===== src/rtl/swm_pkg.sv =====
package swm_pkg;

    localparam int US_W = 10;

    typedef enum logic [2:0] {
        ST_IDLE,
        ST_RST_LOW,
        ST_RST_HIGH,
        ST_SLOT_LOW,
        ST_SLOT_HIGH,
        ST_RECOVER
    } swm_state_e;

    typedef struct packed {
        logic [US_W-1:0] rst_len;
        logic [US_W-1:0] pres_smp;
        logic [US_W-1:0] low_len;
        logic [US_W-1:0] rd_smp;
        logic [US_W-1:0] slot_len;
    } swm_times_t;

endpackage


===== src/rtl/swm_tick.sv =====
module swm_tick #(
    parameter int CLK_PER_US = 50
) (
    input  logic clk,
    input  logic rst_n,
    input  logic restart,
    output logic tick
);
    generate
        if (CLK_PER_US <= 1) begin : g_pass
            assign tick = 1'b1;
        end else begin : g_div
            localparam int CNT_W = $clog2(CLK_PER_US);
            localparam logic [CNT_W-1:0] LAST = CNT_W'(CLK_PER_US - 1);
            logic [CNT_W-1:0] presc;

            always_ff @(posedge clk or negedge rst_n) begin
                if (!rst_n)              presc <= '0;
                else if (restart)        presc <= '0;
                else if (presc == LAST)  presc <= '0;
                else                     presc <= presc + 1'b1;
            end

            assign tick = (presc == LAST);

            // ticks are spaced so microsecond phases cannot collapse
            assert_tick_gap_R1: assert property (@(posedge clk) disable iff (!rst_n)
                tick |=> !tick);
        end
    endgenerate
endmodule


===== src/rtl/swm_sync.sv =====
module swm_sync #(
    parameter int STAGES = 2
) (
    input  logic clk,
    input  logic rst_n,
    input  logic d_in,
    output logic q_out
);
    logic [STAGES-1:0] chain;

    always_ff @(posedge clk or negedge rst_n) begin
        if (!rst_n) chain <= '1;
        else        chain <= {chain[STAGES-2:0], d_in};
    end

    assign q_out = chain[STAGES-1];
endmodule


===== src/rtl/swm_timing.sv =====
module swm_timing
    import swm_pkg::*;
#(
    parameter int CFG_W        = 8,
    parameter int STD_RST_US   = 480,
    parameter int STD_PRES_US  = 70,
    parameter int STD_LOW1_US  = 6,
    parameter int STD_LOW0_US  = 60,
    parameter int STD_SMP_US   = 15,
    parameter int OD_RST_US    = 48,
    parameter int OD_PRES_US   = 8,
    parameter int OD_LOW1_US   = 1,
    parameter int OD_LOW0_US   = 6,
    parameter int OD_SMP_US    = 2
) (
    input  logic             fast,
    input  logic             is_read,
    input  logic             wr_bit,
    input  logic [CFG_W-1:0] cfg_slot,
    output swm_times_t       times
);
    logic [US_W-1:0] low_v;
    logic [US_W-1:0] smp_v;
    logic [US_W-1:0] floor_v;
    logic [US_W-1:0] cfg_v;

    always_comb begin
        times.rst_len  = fast ? US_W'(OD_RST_US)  : US_W'(STD_RST_US);
        times.pres_smp = fast ? US_W'(OD_PRES_US) : US_W'(STD_PRES_US);
        smp_v          = fast ? US_W'(OD_SMP_US)  : US_W'(STD_SMP_US);
        if (is_read || wr_bit) low_v = fast ? US_W'(OD_LOW1_US) : US_W'(STD_LOW1_US);
        else                   low_v = fast ? US_W'(OD_LOW0_US) : US_W'(STD_LOW0_US);
        floor_v        = (is_read && smp_v > low_v) ? smp_v : low_v;
        cfg_v          = US_W'(cfg_slot);
        times.low_len  = low_v;
        times.rd_smp   = smp_v;
        times.slot_len = (cfg_v > floor_v) ? cfg_v : floor_v;
    end
endmodule


===== src/rtl/swm_master.sv =====
module swm_master
    import swm_pkg::*;
#(
    parameter int CLK_PER_US  = 50,
    parameter int CFG_W       = 8,
    parameter int SYNC_STAGES = 2
) (
    input  logic             clk,
    input  logic             rst_n,
    input  logic             cmd_valid,
    output logic             cmd_ready,
    input  logic [1:0]       cmd_op,
    input  logic             cmd_bit,
    input  logic             cmd_overdrive,
    input  logic [CFG_W-1:0] cfg_slot_us,
    input  logic [CFG_W-1:0] cfg_rec_us,
    output logic             rsp_valid,
    output logic             rsp_bit,
    output logic             rsp_short,
    output logic             line_pull_low,
    input  logic             line_in
);
    swm_state_e       state, state_d;
    logic [US_W-1:0]  us_cnt, cnt_d, cnt_inc;
    logic             is_rst_q, is_rd_q, bit_q, fast_q;
    logic             is_rst_d, is_rd_d, bit_d, fast_d;
    logic [CFG_W-1:0] slot_q, rec_q, slot_d, rec_d;
    logic             samp_q, samp_d, seen_hi_q, seen_hi_d;
    logic             rsp_valid_d, rsp_bit_d, rsp_short_d;
    logic             smp_now;
    logic             tick, line_s, accept;
    swm_times_t       tm;

    assign accept  = (state == ST_IDLE) && cmd_valid;
    assign cnt_inc = us_cnt + 1'b1;

    swm_tick #(.CLK_PER_US(CLK_PER_US)) u_tick (
        .clk(clk), .rst_n(rst_n), .restart(accept), .tick(tick));

    swm_sync #(.STAGES(SYNC_STAGES)) u_sync (
        .clk(clk), .rst_n(rst_n), .d_in(line_in), .q_out(line_s));

    swm_timing #(.CFG_W(CFG_W)) u_timing (
        .fast(fast_q), .is_read(is_rd_q), .wr_bit(bit_q),
        .cfg_slot(slot_q), .times(tm));

    // state register
    always_ff @(posedge clk or negedge rst_n) begin
        if (!rst_n) begin
            state     <= ST_IDLE;
            us_cnt    <= '0;
            is_rst_q  <= 1'b0;
            is_rd_q   <= 1'b0;
            bit_q     <= 1'b0;
            fast_q    <= 1'b0;
            slot_q    <= '0;
            rec_q     <= '0;
            samp_q    <= 1'b0;
            seen_hi_q <= 1'b0;
            rsp_valid <= 1'b0;
            rsp_bit   <= 1'b0;
            rsp_short <= 1'b0;
        end else begin
            state     <= state_d;
            us_cnt    <= cnt_d;
            is_rst_q  <= is_rst_d;
            is_rd_q   <= is_rd_d;
            bit_q     <= bit_d;
            fast_q    <= fast_d;
            slot_q    <= slot_d;
            rec_q     <= rec_d;
            samp_q    <= samp_d;
            seen_hi_q <= seen_hi_d;
            rsp_valid <= rsp_valid_d;
            rsp_bit   <= rsp_bit_d;
            rsp_short <= rsp_short_d;
        end
    end

    // next-state logic
    always_comb begin
        state_d     = state;
        cnt_d       = us_cnt;
        is_rst_d    = is_rst_q;
        is_rd_d     = is_rd_q;
        bit_d       = bit_q;
        fast_d      = fast_q;
        slot_d      = slot_q;
        rec_d       = rec_q;
        samp_d      = samp_q;
        seen_hi_d   = seen_hi_q;
        rsp_valid_d = 1'b0;
        rsp_bit_d   = rsp_bit;
        rsp_short_d = rsp_short;
        smp_now     = samp_q;
        unique case (state)
            ST_IDLE: begin
                if (cmd_valid) begin
                    is_rst_d  = (cmd_op == 2'b00);
                    is_rd_d   = cmd_op[1];
                    bit_d     = cmd_bit;
                    fast_d    = cmd_overdrive;
                    slot_d    = cfg_slot_us;
                    rec_d     = cfg_rec_us;
                    samp_d    = 1'b0;
                    seen_hi_d = 1'b0;
                    cnt_d     = '0;
                    state_d   = (cmd_op == 2'b00) ? ST_RST_LOW : ST_SLOT_LOW;
                end
            end
            ST_RST_LOW: begin
                if (tick) begin
                    cnt_d = cnt_inc;
                    if (cnt_inc == tm.rst_len) begin
                        cnt_d   = '0;
                        state_d = ST_RST_HIGH;
                    end
                end
            end
            ST_RST_HIGH: begin
                if (line_s) seen_hi_d = 1'b1;
                if (tick) begin
                    cnt_d = cnt_inc;
                    if (cnt_inc == tm.pres_smp) smp_now = ~line_s;
                    samp_d = smp_now;
                    if (cnt_inc == tm.rst_len) begin
                        cnt_d       = '0;
                        state_d     = ST_RECOVER;
                        rsp_valid_d = 1'b1;
                        rsp_bit_d   = smp_now;
                        rsp_short_d = ~(seen_hi_q | line_s);
                    end
                end
            end
            ST_SLOT_LOW: begin
                if (tick) begin
                    cnt_d = cnt_inc;
                    if (cnt_inc == tm.low_len) begin
                        if (cnt_inc >= tm.slot_len) begin
                            cnt_d       = '0;
                            state_d     = ST_RECOVER;
                            rsp_valid_d = 1'b1;
                            rsp_bit_d   = is_rd_q ? samp_q : bit_q;
                            rsp_short_d = 1'b0;
                        end else begin
                            state_d = ST_SLOT_HIGH;
                        end
                    end
                end
            end
            ST_SLOT_HIGH: begin
                if (tick) begin
                    cnt_d = cnt_inc;
                    if (is_rd_q && cnt_inc == tm.rd_smp) smp_now = line_s;
                    samp_d = smp_now;
                    if (cnt_inc >= tm.slot_len) begin
                        cnt_d       = '0;
                        state_d     = ST_RECOVER;
                        rsp_valid_d = 1'b1;
                        rsp_bit_d   = is_rd_q ? smp_now : bit_q;
                        rsp_short_d = 1'b0;
                    end
                end
            end
            ST_RECOVER: begin
                if (us_cnt >= US_W'(rec_q)) state_d = ST_IDLE;
                else if (tick)              cnt_d   = cnt_inc;
            end
            default: state_d = ST_IDLE;
        endcase
    end

    // outputs
    always_comb begin
        cmd_ready     = (state == ST_IDLE);
        line_pull_low = (state == ST_RST_LOW) || (state == ST_SLOT_LOW);
    end

    // response is a single-cycle strobe
    assert_rsp_pulse_R6: assert property (@(posedge clk) disable iff (!rst_n)
        rsp_valid |=> !rsp_valid);

    // line is released whenever a response is presented
    assert_rsp_released_R6: assert property (@(posedge clk) disable iff (!rst_n)
        rsp_valid |-> !line_pull_low);

    // host cannot issue the next command while a response is fresh
    assert_ready_held_R7: assert property (@(posedge clk) disable iff (!rst_n)
        rsp_valid |-> !cmd_ready);

    // line only starts being pulled low by an accepted command
    assert_pull_from_accept_R8: assert property (@(posedge clk) disable iff (!rst_n)
        $rose(line_pull_low) |-> $past(cmd_valid && cmd_ready));

    // short flag only appears on reset responses
    assert_short_reset_only_R3: assert property (@(posedge clk) disable iff (!rst_n)
        (rsp_valid && rsp_short) |-> is_rst_q);
endmodule


===== config.mk =====
export PLATFORM = sky130hd
export DESIGN_NAME = swm_master
export DESIGN_NICKNAME = d
export VERILOG_FILES = /design/src/rtl/swm_pkg.sv /design/src/rtl/swm_tick.sv /design/src/rtl/swm_sync.sv /design/src/rtl/swm_timing.sv /design/src/rtl/swm_master.sv
export SDC_FILE = /design/constraint.sdc
export NUM_CORES = 1
export LEC_CHECK = 0
export BUFFER_PORTS_ARGS = -buffer_cell sky130_fd_sc_hd__clkbuf_2
export CORE_ASPECT_RATIO = 0.7
export CORE_MARGIN = 2
export CORE_UTILIZATION = 40
export DETAILED_ROUTE_END_ITERATION = 6
export GPL_TIMING_DRIVEN = 0
export PLACE_DENSITY = 0.55
export SYNTH_ARGS = -nofsm -noshare
export SYNTH_HDL_FRONTEND = slang
export SYNTH_HIERARCHICAL = 1
export SYNTH_SLANG_ARGS = --single-unit

===== constraint.sdc =====
create_clock -name clk -period 4.5 [get_ports clk]
set_input_delay 0.9 -clock clk [delete_from_list [all_inputs] [get_ports clk]]
set_output_delay 0.9 -clock clk [all_outputs]
set_load 0.02 [all_outputs]

After elaboration in Yosys (flattened, before gate mapping)

Index checks and enable logic that the tools add are counted.

Register bits: 45
Output and inout bits: 5
Word-level logic and storage cells: 132

$add $sub $neg: 2
Magnitude comparators: 4
Equal/unequal tests: 25
Multiplexer cells: 65
Bitwise operators: 3
Reductions and logical operators: 19

Operators by type and width:

| operator                                       | count |
|---|---|
| 2-to-1 mux 10 bit                              | 12 |
| case mux 10 bit (5 select lines)               | 1 |
| == test 10 bit                                 | 4 |
| 2-to-1 mux 3 bit                               | 11 |
| 2-to-1 mux 1 bit                               | 28 |
| != test 2 bit (second input constant)          | 13 |
| 2-to-1 mux 6 bit                               | 3 |
| case mux 3 bit (6 select lines)                | 1 |
| case mux 1 bit (3 select lines)                | 4 |
| adder 10 x 1 -> 10 bit (second input constant) | 1 |
| >= comparator 10 bit                           | 1 |
| >= comparator 10 x 8 -> 1 bit                  | 1 |
| > comparator 10 bit                            | 1 |
| > comparator 8 x 10 -> 1 bit                   | 1 |
| AND reduction 10 bit                           | 1 |
| 2-to-1 mux 9 bit                               | 1 |
| AND reduction 8 bit                            | 1 |
| 2-to-1 mux 7 bit                               | 1 |
| AND reduction 7 bit                            | 1 |
| adder 6 x 1 -> 6 bit (second input constant)   | 1 |
| == test 3 x 2 -> 1 bit (second input constant) | 2 |
| == test 3 bit (second input constant)          | 2 |
| == test 6 bit (second input constant)          | 1 |
| AND reduction 6 bit                            | 1 |
| 18 further kinds                               | 24 |

Longest topological paths before layout

Gate-level depths: netlist of run 1.

Depth after elaboration: 12
Depth in mapped cells: 21

Cells and area by module

Netlist of run 1, hierarchy kept.

Modules (own cells, without submodules):

| module     | times used | cells each | area each (um^2) |
|---|---|---|---|
| swm_master | 1          | 409        | 3,537.1 |
| swm_timing | 1          | 86         | 694.4 |
| swm_tick   | 1          | 26         | 281.5 |
| swm_sync   | 1          | 2          | 52.6 |

Worst setup path after synthesis of run 1

OpenSTA, ideal clock, no wires.

Kind: register to register
Start: register is_rd_q
End: register us_cnt[7]
Setup time: 87 ps
Arrival time: 4,802 ps
Data required time: 4,413 ps
Setup slack: -390 ps
Stages on the path, launching flop included: 20
Path buffers: 0
Cells stage by stage: dfrtp_1 > or2_2 > inv_1 > ha_1 > inv_1 > a31oi_1 > mux2_2 > ha_1 > and4_4 > a21oi_4 > mux2_4 > ha_1 > or3b_2 > o211ai_1 > a211oi_1 > o22ai_1 > or3_1 > a2bb2oi_2 > nand3_2 > o211ai_1

RTL lines:

| item                     | RTL line         | text |
|---|---|---|
| start: declaration       | swm_master.sv:25 | `logic is_rst_q, is_rd_q, bit_q, fast_q;` |
| start signal: assignment | swm_master.sv:67 | `is_rd_q <= is_rd_d;` |
| end signal: assignment   | swm_master.sv:65 | `us_cnt <= cnt_d;` |
| end: declaration         | swm_master.sv:24 | `logic [US_W-1:0] us_cnt, cnt_d, cnt_inc;` |

==> results.cfg, run 1 <==
[clocking]
path_clk_slew_ns = 0.07
clk_latency_ns = 0.30
clockBufferDepth = 2
cts_root_buf = clkbuf_16
cts_tree = yes
htree_levels = 2
cts.sinks = 45
numCtsBuffers = 5
hold_buffers = 0

[die]
core-area_sq_um = 11050
fp.dieW_microns = 131.7
io_pins = 29
die-area_sq_um = 12300
initial_core_util = 0.4132
dieHeight_microns = 93.39
rows = 32

[synthesis]
synthTopCellsByCount = inv_1, dfrtp_1, nand2_1
ys_ff_latch = 45
synth_area_leaders = dfrtp_1, ha_1, buf_4
synth_top_area_share = 0.2357
syn_area_per_cell_sq_um = 8.730
synthCells = 523
ys_seq_area_frac = 0.2472
async_flop_share = 1.000
ys.flop_type = dfrtp_1
synth_top_area_cell = dfrtp_1
synth-edff-count = 0
yosysWarnings = 6
synth_cell_types = 75
syn-cell-area_sq_um = 4566
yosysMostFrequentCell = inv_1

[routing]
route.detailed.drc = 0
ant_nets = 0
wl_per_cell_microns = 16.79
firstDrtPassIters = 5
routed_via_density = 5.274
drtIter0Drc = 293
routed_wl_microns = 12680
vias = 3982

[placement]
port_buffers = 28
placed_cells = 727
dp_hpwl_microns = 9502
routabilityCongestion = 0.8983
placed_cell_area_sq_um = 5111
dpl_worst_slack_ns = -0.8959

[setup_path]
end_kind = register
critPathKind = reg -> reg
arrival_ns = 4.84
start_kind = register
cp.required_ns = 4.67
path_max_fanout = 6

[final_layout]
final-instance-count-excl-fill = 755
seqCellArea_sq_um = 1132
fillers = 1077
layout-drive-gt1-share = 0.3090
area_delta_synth_final_pct = 23.32
nets = 657
final_util = 0.5095
diodes = 0
multi_input_comb_area_sq_um = 3273
final_cell_area_sq_um = 5630

[global_routing]
track_usage = 0.2140
grt_max_degree = 46
grt_pass1_vias = 3844
antenna_found_initial = 0
grt_pass1_wl_microns = 20630
grt_overflow = 0

[outcome]
failed_checks = negative setup slack
outcome = finished, violations left

[worst_hold_path]
hold_path.class = reg -> reg

[timing]
finalMaxSlewViolations = 0
timing.fmax_mhz = 214.1
min_period_ns = 4.672
period_share = 1.038
setup_violations = 11
relSlewSlack = 0.2165
finalHoldViolCount = 0
rsz0062_at_grt = yes
clock_skew_ns = 0.007585
worstMarginPinSlew_ns = 1.175
worst_slack_ns = -0.1715

[power_and_ir_drop]
leakage_nw = 2.562
ir_drop_uv = 148.9
p_per_area_nw_per_um2 = 158.1
total_power_mw = 0.8901

[job]
cap_violations = 0
==> cells by family (layout without fill, tap and decap cells) <==
family / Yosys count / count (layout) / share of synthesized area
adders and majority gates: 32 / 32 / 0.08769
DFF: 45 / 45 / 0.2472
xor gates and xnor gates: 47 / 47 / 0.1082
buffers and inverters: 105 / 160 / 0.1247
and+or+nand+nor: 142 / 143 / 0.1696
AOI/OAI and AO/OA: 118 / 118 / 0.1806
other: 2 / 25 / 0.001645
muxes: 32 / 32 / 0.08030
==> power breakdown <==
part | internal [mW] | switching [mW]
logic | 0.0413 | 0.0387
registers | 0.406 | 0.000984
clock network | 0.224 | 0.180
==> metrics by stage <==
step / hold slack, ns / setup TNS (ns)
2_1_floorplan: 0.3452 / 0
3_3_place_gp: 0.3458 / -9.070
3_5_place_dp: 0.3491 / -9.658
4_1_cts: 0.3598 / -0.7561
5_1_grt: 0.3645 / -4.010
6_report: 0.3584 / -1.383
==> registers in the layout, indices dropped and copies added (netlist names) <==
name                flops
us_cnt                 10
rec_q                   8
slot_q                  8
u_tick/g_div.presc      6
state                   3
u_sync/chain            2
bit_q                   1
fast_q                  1
is_rd_q                 1
rsp_bit                 1
rsp_short               1
rsp_valid               1
samp_q                  1
seen_hi_q               1
==> path summary, 6_finish.rpt <==
| path | from | endpoint | slack [ns] | depth (start not counted) |
|---|---|---|---|---|
| setup / recovery | is_rd_q$_DFFE_PN0P_ | us_cnt[4]$_DFFE_PN0P_ | -0.17 | 23 |
| hold / removal | u_sync/chain[0]$_DFF_PN1_ | u_sync/chain[1]$_DFF_PN1_ | 0.36 | 0 |
| setup reg to reg | is_rd_q$_DFFE_PN0P_ | us_cnt[4]$_DFFE_PN0P_ | -0.17 | 23 |
| hold reg to reg | u_sync/chain[0]$_DFF_PN1_ | u_sync/chain[1]$_DFF_PN1_ | 0.36 | 0 |
| max in group asynchronous | rst_n | is_rd_q$_DFFE_PN0P_ | 2.87 | 1 |
| min in group asynchronous | rst_n | slot_q[2]$_DFFE_PN0P_ | 0.83 | 1 |
==> layout by cell type (no fill, tap or decap), drive strengths merged, types with 13 or more instances in the layout <==
master / instances
nand2: 41
dfrtp: 43
buf: 68
conb: 25
nand3: 13
nor2: 26
ha: 32
o21ai: 32
mux2: 22
xnor2: 22
inv: 45
a21oi: 15
clkbuf: 45
xor2: 19
==> final cells by class <==
type                       instances  area share
timing repair buffer              47     0.05356
clock inverter                     2    0.002889
multi-input combinational        397      0.5813
buffer                            61     0.07178
inverter                          44     0.03067
sequential                        45      0.2011
clock buffer                       6     0.02467
tap                              153     0.03400
==> routing by layer <==
layer	track usage	routed length, microns	vias to the layer above
met2	0.3163	5288	91
met1	0.3289	6698	1931
met3	0.03089	582	11
met5	0	0	-
met4	0.04257	110	0
li1	-	-	1949
==> what timing repair did <==
item                                    CTS  global route
gates resized for setup                  27            14
endpoints found under the setup margin   16            14
pin swaps                                26            21
buffers inserted                         15             5
gates cloned                              1             0
==> worst max-delay path, cell delays in order, from the launching register on <==
cell,delay (ns)
dfrtp_2,0.41
or2_4,0.31
ha_4,0.18
o21ai_4,0.16
and2_4,0.20
inv_4,0.05
ha_4,0.27
and4bb_1,0.25
and4_4,0.25
a21oi_4,0.04
buf_6,0.14
buf_4,0.12
buf_4,0.12
mux2_4,0.18
inv_1,0.04
ha_1,0.26
o211ai_1,0.10
a211oi_2,0.20
o22ai_2,0.17
or3_4,0.42
a2bb2oi_4,0.19
buf_6,0.18
a31oi_1,0.19
o22ai_2,0.09
Power figures use the tool's default switching activity.
==> run 2: changes to the inputs <==
--- a/config.mk
+++ b/config.mk
@@ -8,10 +8,10 @@
 export BUFFER_PORTS_ARGS = -buffer_cell sky130_fd_sc_hd__clkbuf_2
 export CORE_ASPECT_RATIO = 0.7
 export CORE_MARGIN = 2
-export CORE_UTILIZATION = 40
+export CORE_UTILIZATION = 35
 export DETAILED_ROUTE_END_ITERATION = 6
 export GPL_TIMING_DRIVEN = 0
-export PLACE_DENSITY = 0.55
+export PLACE_DENSITY = 0.49
 export SYNTH_ARGS = -nofsm -noshare
 export SYNTH_HDL_FRONTEND = slang
 export SYNTH_HIERARCHICAL = 1
==> results.cfg, run 2 (synthesis results as in run 1) <==
[setup_path]
worstPathCellList = or2_4 -> ha_4 -> o21ai_4 -> and2_4 -> inv_4 -> ha_4 -> and4bb_1 -> o211ai_1 -> a21oi_4 -> buf_6 -> mux2i_1 -> inv_1 -> ha_1 -> o211ai_1 -> a211oi_2 -> o22ai_2 -> or3_4 -> a2bb2oi_4 -> buf_12 -> buf_6 -> a31oi_4 -> o22ai_2
arrival_ns = 4.83
slowest_stage = dfrtp_2
path_max_fanout = 5
cp.buffers_inverters = 5
start_kind = register
cp.required_ns = 4.67
timing.rr.end = us_cnt[4]$_DFFE_PN0P_
worst_path_dominant_cell_family = compound AO/OA/AOI/OAI gates
crit_path_end = us_cnt[4]$_DFFE_PN0P_
crit_cells = 22
reg2reg_depth = 22
timing.rr.start = bit_q$_DFFE_PN0P_
cpPeakStageDelay_ns = 0.42
crit_start = bit_q$_DFFE_PN0P_
critPathKind = reg -> reg
end_kind = register
r2r_setup_slack_ns = -0.16

[routing]
route.detailed.drc = 0
drtIter0Drc = 286
routed_via_density = 5.149
firstDrtPassIters = 5
vias = 3908
ant_nets = 0
wl_per_cell_microns = 16.47
routed_wl_microns = 12500

[global_routing]
grt_max_degree = 46
grt_pass1_vias = 3759
grtUsageMet3 = 0.02552
grt.busiest_layer = met1
grt_pass1_wl_microns = 20780
met2_usage = 0.2662
track_usage = 0.1901
use_met1 = 0.3066
grt_overflow = 0
antenna_found_initial = 0

[die]
fp.dieW_microns = 140.5
rows = 34
initial_core_util = 0.3626
core-area_sq_um = 12590
io_pins = 29
dieHeight_microns = 99.56
die-area_sq_um = 13990

[outcome]
outcome = finished, violations left
failed_checks = negative setup slack

[worst_hold_path]
hold_path.class = reg -> reg
whs_path_depth = 0

[placement]
dpl_worst_slack_ns = -0.9569
routabilityCongestion = 0.9168
port_buffers = 28
dp_hpwl_microns = 9784
placed_cell_area_sq_um = 5122

[final_layout]
diodes = 0
area_delta_synth_final_pct = 22.03
nets = 652
top_register = us_cnt
layout-drive-gt1-share = 0.2881
fillers = 1282
final_util = 0.4425
largest_register_ffs = 10
final_cell_area_sq_um = 5572
top_regs = us_cnt: 10 flops, rec_q: 8 flops, slot_q: 8 flops
layout_commonest_cell = buf_4
final_cell_mix = buf_4, nand2_1, inv_1, dfrtp_1, clkbuf_2

[clocking]
clk_latency_ns = 0.30
clockBufferDepth = 2
cts.sinks = 45
cts_root_buf = clkbuf_16
cts_tree = yes
numCtsBuffers = 5
htree_levels = 2
path_clk_slew_ns = 0.07

[job]
cap_violations = 0

[timing]
finalMaxSlewViolations = 0
period_share = 1.036
worst_slack_ns = -0.1619
min_period_ns = 4.662
relSlewSlack = 0.2278
clock_skew_ns = 0.008008
rsz0062_at_grt = yes
setup_tns_ns = -1.296
worstMarginPinSlew_ns = 1.158
finalHoldViolCount = 0
timing.fmax_mhz = 214.5
setup_violations = 12

[power_and_ir_drop]
ir_drop_uv = 163.0
p_per_area_nw_per_um2 = 167.4
leakage_nw = 2.537
[run 2: changes by cell type in the layout (fill, tap and decap cells not counted), sizes merged]
| cell | change |
|---|---|
| clkinvlp | -1 |
| buf | -5 |
| bufinv | +1 |
| clkbuf | -1 |
| clkinv | +1 |
[run 2: worst min path at each step]
| stage | startpoint | to | slack, ns |
|---|---|---|---|
| 3_5_place_dp | u_sync/chain[0]$_DFF_PN1_ | u_sync/chain[1]$_DFF_PN1_ | 0.35 |
| 6_report | u_sync/chain[0]$_DFF_PN1_ | u_sync/chain[1]$_DFF_PN1_ | 0.36 |
| 4_1_cts | u_sync/chain[0]$_DFF_PN1_ | u_sync/chain[1]$_DFF_PN1_ | 0.36 |
| 2_1_floorplan | u_sync/chain[0]$_DFF_PN1_ | u_sync/chain[1]$_DFF_PN1_ | 0.35 |
| 3_3_place_gp | u_sync/chain[0]$_DFF_PN1_ | u_sync/chain[1]$_DFF_PN1_ | 0.35 |
| 5_1_grt | u_sync/chain[0]$_DFF_PN1_ | u_sync/chain[1]$_DFF_PN1_ | 0.37 |
[run 2: routing by layer]
metal  wire [microns]  vias up
met4              123        0
met3              537        8
met1             6898     1866
li1                 -     1948
met2             4940       86
met5                0        -
[run 2: layout make-up]
class	count	area (sq um)	share of cell area
Tap cell	162	202.7	0.03638
Sequential cell	45	1132	0.2032
Buffer	61	404.1	0.07254
Inverter	44	175.2	0.03144
Clock buffer	5	125.1	0.02246
Multi-Input combinational cell	397	3202	0.5747
Clock inverter	3	50.05	0.008983
Timing Repair Buffer	42	280.3	0.05030
[run 2: power breakdown]
group	internal [mW]	switching, mW	leakage, nW	total (mW)
Sequential	0.406	0.00104	0.513	0.407
Combinational	0.0453	0.0391	1.94	0.0844
Clock	0.267	0.174	0.0859	0.441
Total	0.718	0.214	2.54	0.933
[run 2: timing repair]
action	in CTS	in global routing
buffers inserted	14	1
endpoints found under the setup margin	16	16
resized for setup	26	4
pin swaps	29	0
hold buffers	0	0
cloned	1	0
[run 2: through the flow]
step | power (mW) | hold WS, ns | std cells
floorplan | 0.4615 | 0.3452 | 546
global placement | 0.4863 | 0.3457 | 736
detailed placement | 0.4866 | 0.3476 | 736
CTS | 0.9453 | 0.3574 | 759
global route | 0.9807 | 0.3660 | 759
finish | 0.9326 | 0.3569 | 759
==> run 3: changes to the inputs <==
--- a/config.mk
+++ b/config.mk
@@ -9,9 +9,9 @@
 export CORE_ASPECT_RATIO = 0.7
 export CORE_MARGIN = 2
 export CORE_UTILIZATION = 35
+export CTS_CLUSTER_SIZE = 10
 export DETAILED_ROUTE_END_ITERATION = 6
 export GPL_TIMING_DRIVEN = 0
-export PLACE_DENSITY = 0.49
 export SYNTH_ARGS = -nofsm -noshare
 export SYNTH_HDL_FRONTEND = slang
 export SYNTH_HIERARCHICAL = 1
==> results.cfg, run 3 (synthesis results as in run 1) <==
[outcome]
outcome = finished, violations left
failed_checks = negative setup slack

[placement]
dp_hpwl_microns = 9368
routabilityCongestion = 0.8933
placed_cell_area_sq_um = 5122
port_buffers = 28

[routing]
vias = 3989
routed_via_density = 5.249
firstDrtPassIters = 5
ant_nets = 0
routed_wl_microns = 12370
route.detailed.drc = 0
drtIter0Drc = 382
wl_per_cell_microns = 16.28

[setup_path]
start_kind = register
critPathKind = reg -> reg
slowest_stage = or3_4
timing.rr.end = us_cnt[4]$_DFFE_PN0P_
path_max_fanout = 5
cpPeakStageDelay_ns = 0.42
end_kind = register
r2r_setup_slack_ns = -0.16
worstPathCellList = or2_4 -> ha_4 -> o21ai_4 -> and2_4 -> inv_4 -> ha_4 -> and4bb_1 -> o211ai_1 -> a21oi_4 -> mux2_4 -> ha_4 -> or3b_4 -> o211ai_1 -> a211oi_2 -> o22ai_4 -> or3_4 -> a2bb2oi_4 -> buf_6 -> a31oi_2 -> o22ai_1
cp.required_ns = 4.66
cp_common_cell = ha_4
timing.rr.start = bit_q$_DFFE_PN0P_
reg2reg_depth = 20
arrival_ns = 4.83

[power_and_ir_drop]
power.share.sequential = 0.471
p_per_area_nw_per_um2 = 156.0
comb_power_share = 0.097
leakage_nw = 2.514
clockPowerShare = 0.432
switching_share = 0.2383
p_int_mw = 0.6576
p_switching_mw = 0.2057
ir_drop_uv = 188.3

[timing]
setup_violations = 13
rsz0062_at_grt = yes
finalMaxSlewViolations = 0
worstMarginPinSlew_ns = 1.226
timing.hold.ws_ns = 0.3607
clock_skew_ns = 0.004619
worst_slack_ns = -0.1634
min_period_ns = 4.663
timing.fmax_mhz = 214.4
period_share = 1.036
finalHoldViolCount = 0
relSlewSlack = 0.1826
setup_tns_ns = -1.514

[clocking]
numCtsBuffers = 5
clk_latency_ns = 0.29
cts_tree = yes
clockBufferDepth = 2
cts_root_buf = clkbuf_16
htree_levels = 2
cts.sinks = 45
path_clk_slew_ns = 0.07

[final_layout]
area_delta_synth_final_pct = 21.18
layout-drive-gt1-share = 0.2926
top_register = us_cnt
largest_register_ffs = 10
seqCellArea_sq_um = 1132
final_cell_mix = buf_4, nand2_1, inv_1, dfrtp_1, clkbuf_2
final_cell_area_sq_um = 5533
nets = 653
multi_input_comb_area_sq_um = 3202
top_regs = us_cnt: 10 flops, rec_q: 8 flops, slot_q: 8 flops
layout_commonest_cell = buf_4
final_util = 0.4394
fillers = 1236
diodes = 0

[global_routing]
grt_overflow = 0
track_usage = 0.1846
grt_pass1_wl_microns = 20550
grt_max_degree = 46
grt_pass1_vias = 4016
antenna_found_initial = 0

[die]
io_pins = 29
initial_core_util = 0.3626
core-area_sq_um = 12590
die-area_sq_um = 13990
dieHeight_microns = 99.56
fp.dieW_microns = 140.5
rows = 34

[worst_hold_path]
whs_path_depth = 0
hold_path.class = reg -> reg
whs_endpoint = u_sync/chain[1]$_DFF_PN1_
hold_path_startpoint = u_sync/chain[0]$_DFF_PN1_

[job]
cap_violations = 0
==> run 3: changes by cell type in the layout (fill, tap and decap cells not counted), moves of 2 or more <==
cell | before | now
clkbuf_1 | 11 | 13
a32oi_2 | 0 | 2
a21oi_1 | 14 | 12
o21ai_1 | 6 | 4
a32oi_1 | 3 | 1
a21oi_2 | 0 | 2
buf_6 | 6 | 8
==> run 3: how the worst max path moves through the flow <==
stage	startpoint	endpoint	slack, ns
after floorplan	is_rd_q$_DFFE_PN0P_	us_cnt[7]$_DFFE_PN0P_	0.03
after global placement	is_rd_q$_DFFE_PN0P_	us_cnt[7]$_DFFE_PN0P_	-0.83
after detailed placement	is_rd_q$_DFFE_PN0P_	us_cnt[7]$_DFFE_PN0P_	-0.89
after CTS	bit_q$_DFFE_PN0P_	us_cnt[3]$_DFFE_PN0P_	-0.11
after global routing	bit_q$_DFFE_PN0P_	us_cnt[3]$_DFFE_PN0P_	-0.38
final	bit_q$_DFFE_PN0P_	us_cnt[4]$_DFFE_PN0P_	-0.16
==> run 3: cell type report <==
| type | count | share of cell area |
|---|---|---|
| buffer | 61 | 0.07304 |
| timing repair buffer | 43 | 0.04975 |
| tap | 162 | 0.03663 |
| clock buffer | 7 | 0.02397 |
| inverter | 44 | 0.03166 |
| sequential | 45 | 0.2047 |
| multi-input combinational | 397 | 0.5787 |
| clock inverter | 1 | 0.001583 |
==> run 3: repair_timing <==
item,in CTS,in global routing
buffers inserted,17,0
setup endpoints to repair,16,16
gates cloned,1,0
resized for setup,20,11
pin swaps,17,13
hold buffers,0,0
==> run 3: through the flow <==
step / setup WS, ns / instances / total power [mW]
finish: -0.1634 / 760 / 0.8633
floorplan: 0.02663 / 546 / 0.4615
global route: -0.3778 / 760 / 0.8950
global placement: -0.8302 / 736 / 0.4849
detailed placement: -0.8905 / 736 / 0.4863
CTS: -0.1112 / 760 / 0.8678
==> run 3: power by group through the flow <==
stage	clock network, mW	registers (mW)	logic, mW
6_report	0.373	0.407	0.0836
5_1_grt	0.395	0.407	0.0928
4_1_cts	0.380	0.407	0.0806
3_5_place_dp	0	0.415	0.0716
3_3_place_gp	0	0.415	0.0703
2_1_floorplan	0	0.414	0.0471
==> run 3: critical path, delay by kind of cell, from the launching register on <==
family                     cells  cell delay (ns)
AOI/OAI and AO/OA              9             1.57
adders and majority gates      3             0.59
buffers and inverters          2             0.24
DFF                            1             0.40
muxes                          1             0.34
and+or+nand+nor                5             1.38
==> run 3: metal layers <==
layer | part of all wire | vias to the layer above | wire, microns | GRT usage
met5 | 0 | - | 0 | 0
met4 | 0.022 | 0 | 269 | 0.05154
met3 | 0.054 | 23 | 663 | 0.02070
met2 | 0.43 | 132 | 5270 | 0.2885
met1 | 0.50 | 1898 | 6170 | 0.2708
li1 | - | 1936 | - | -
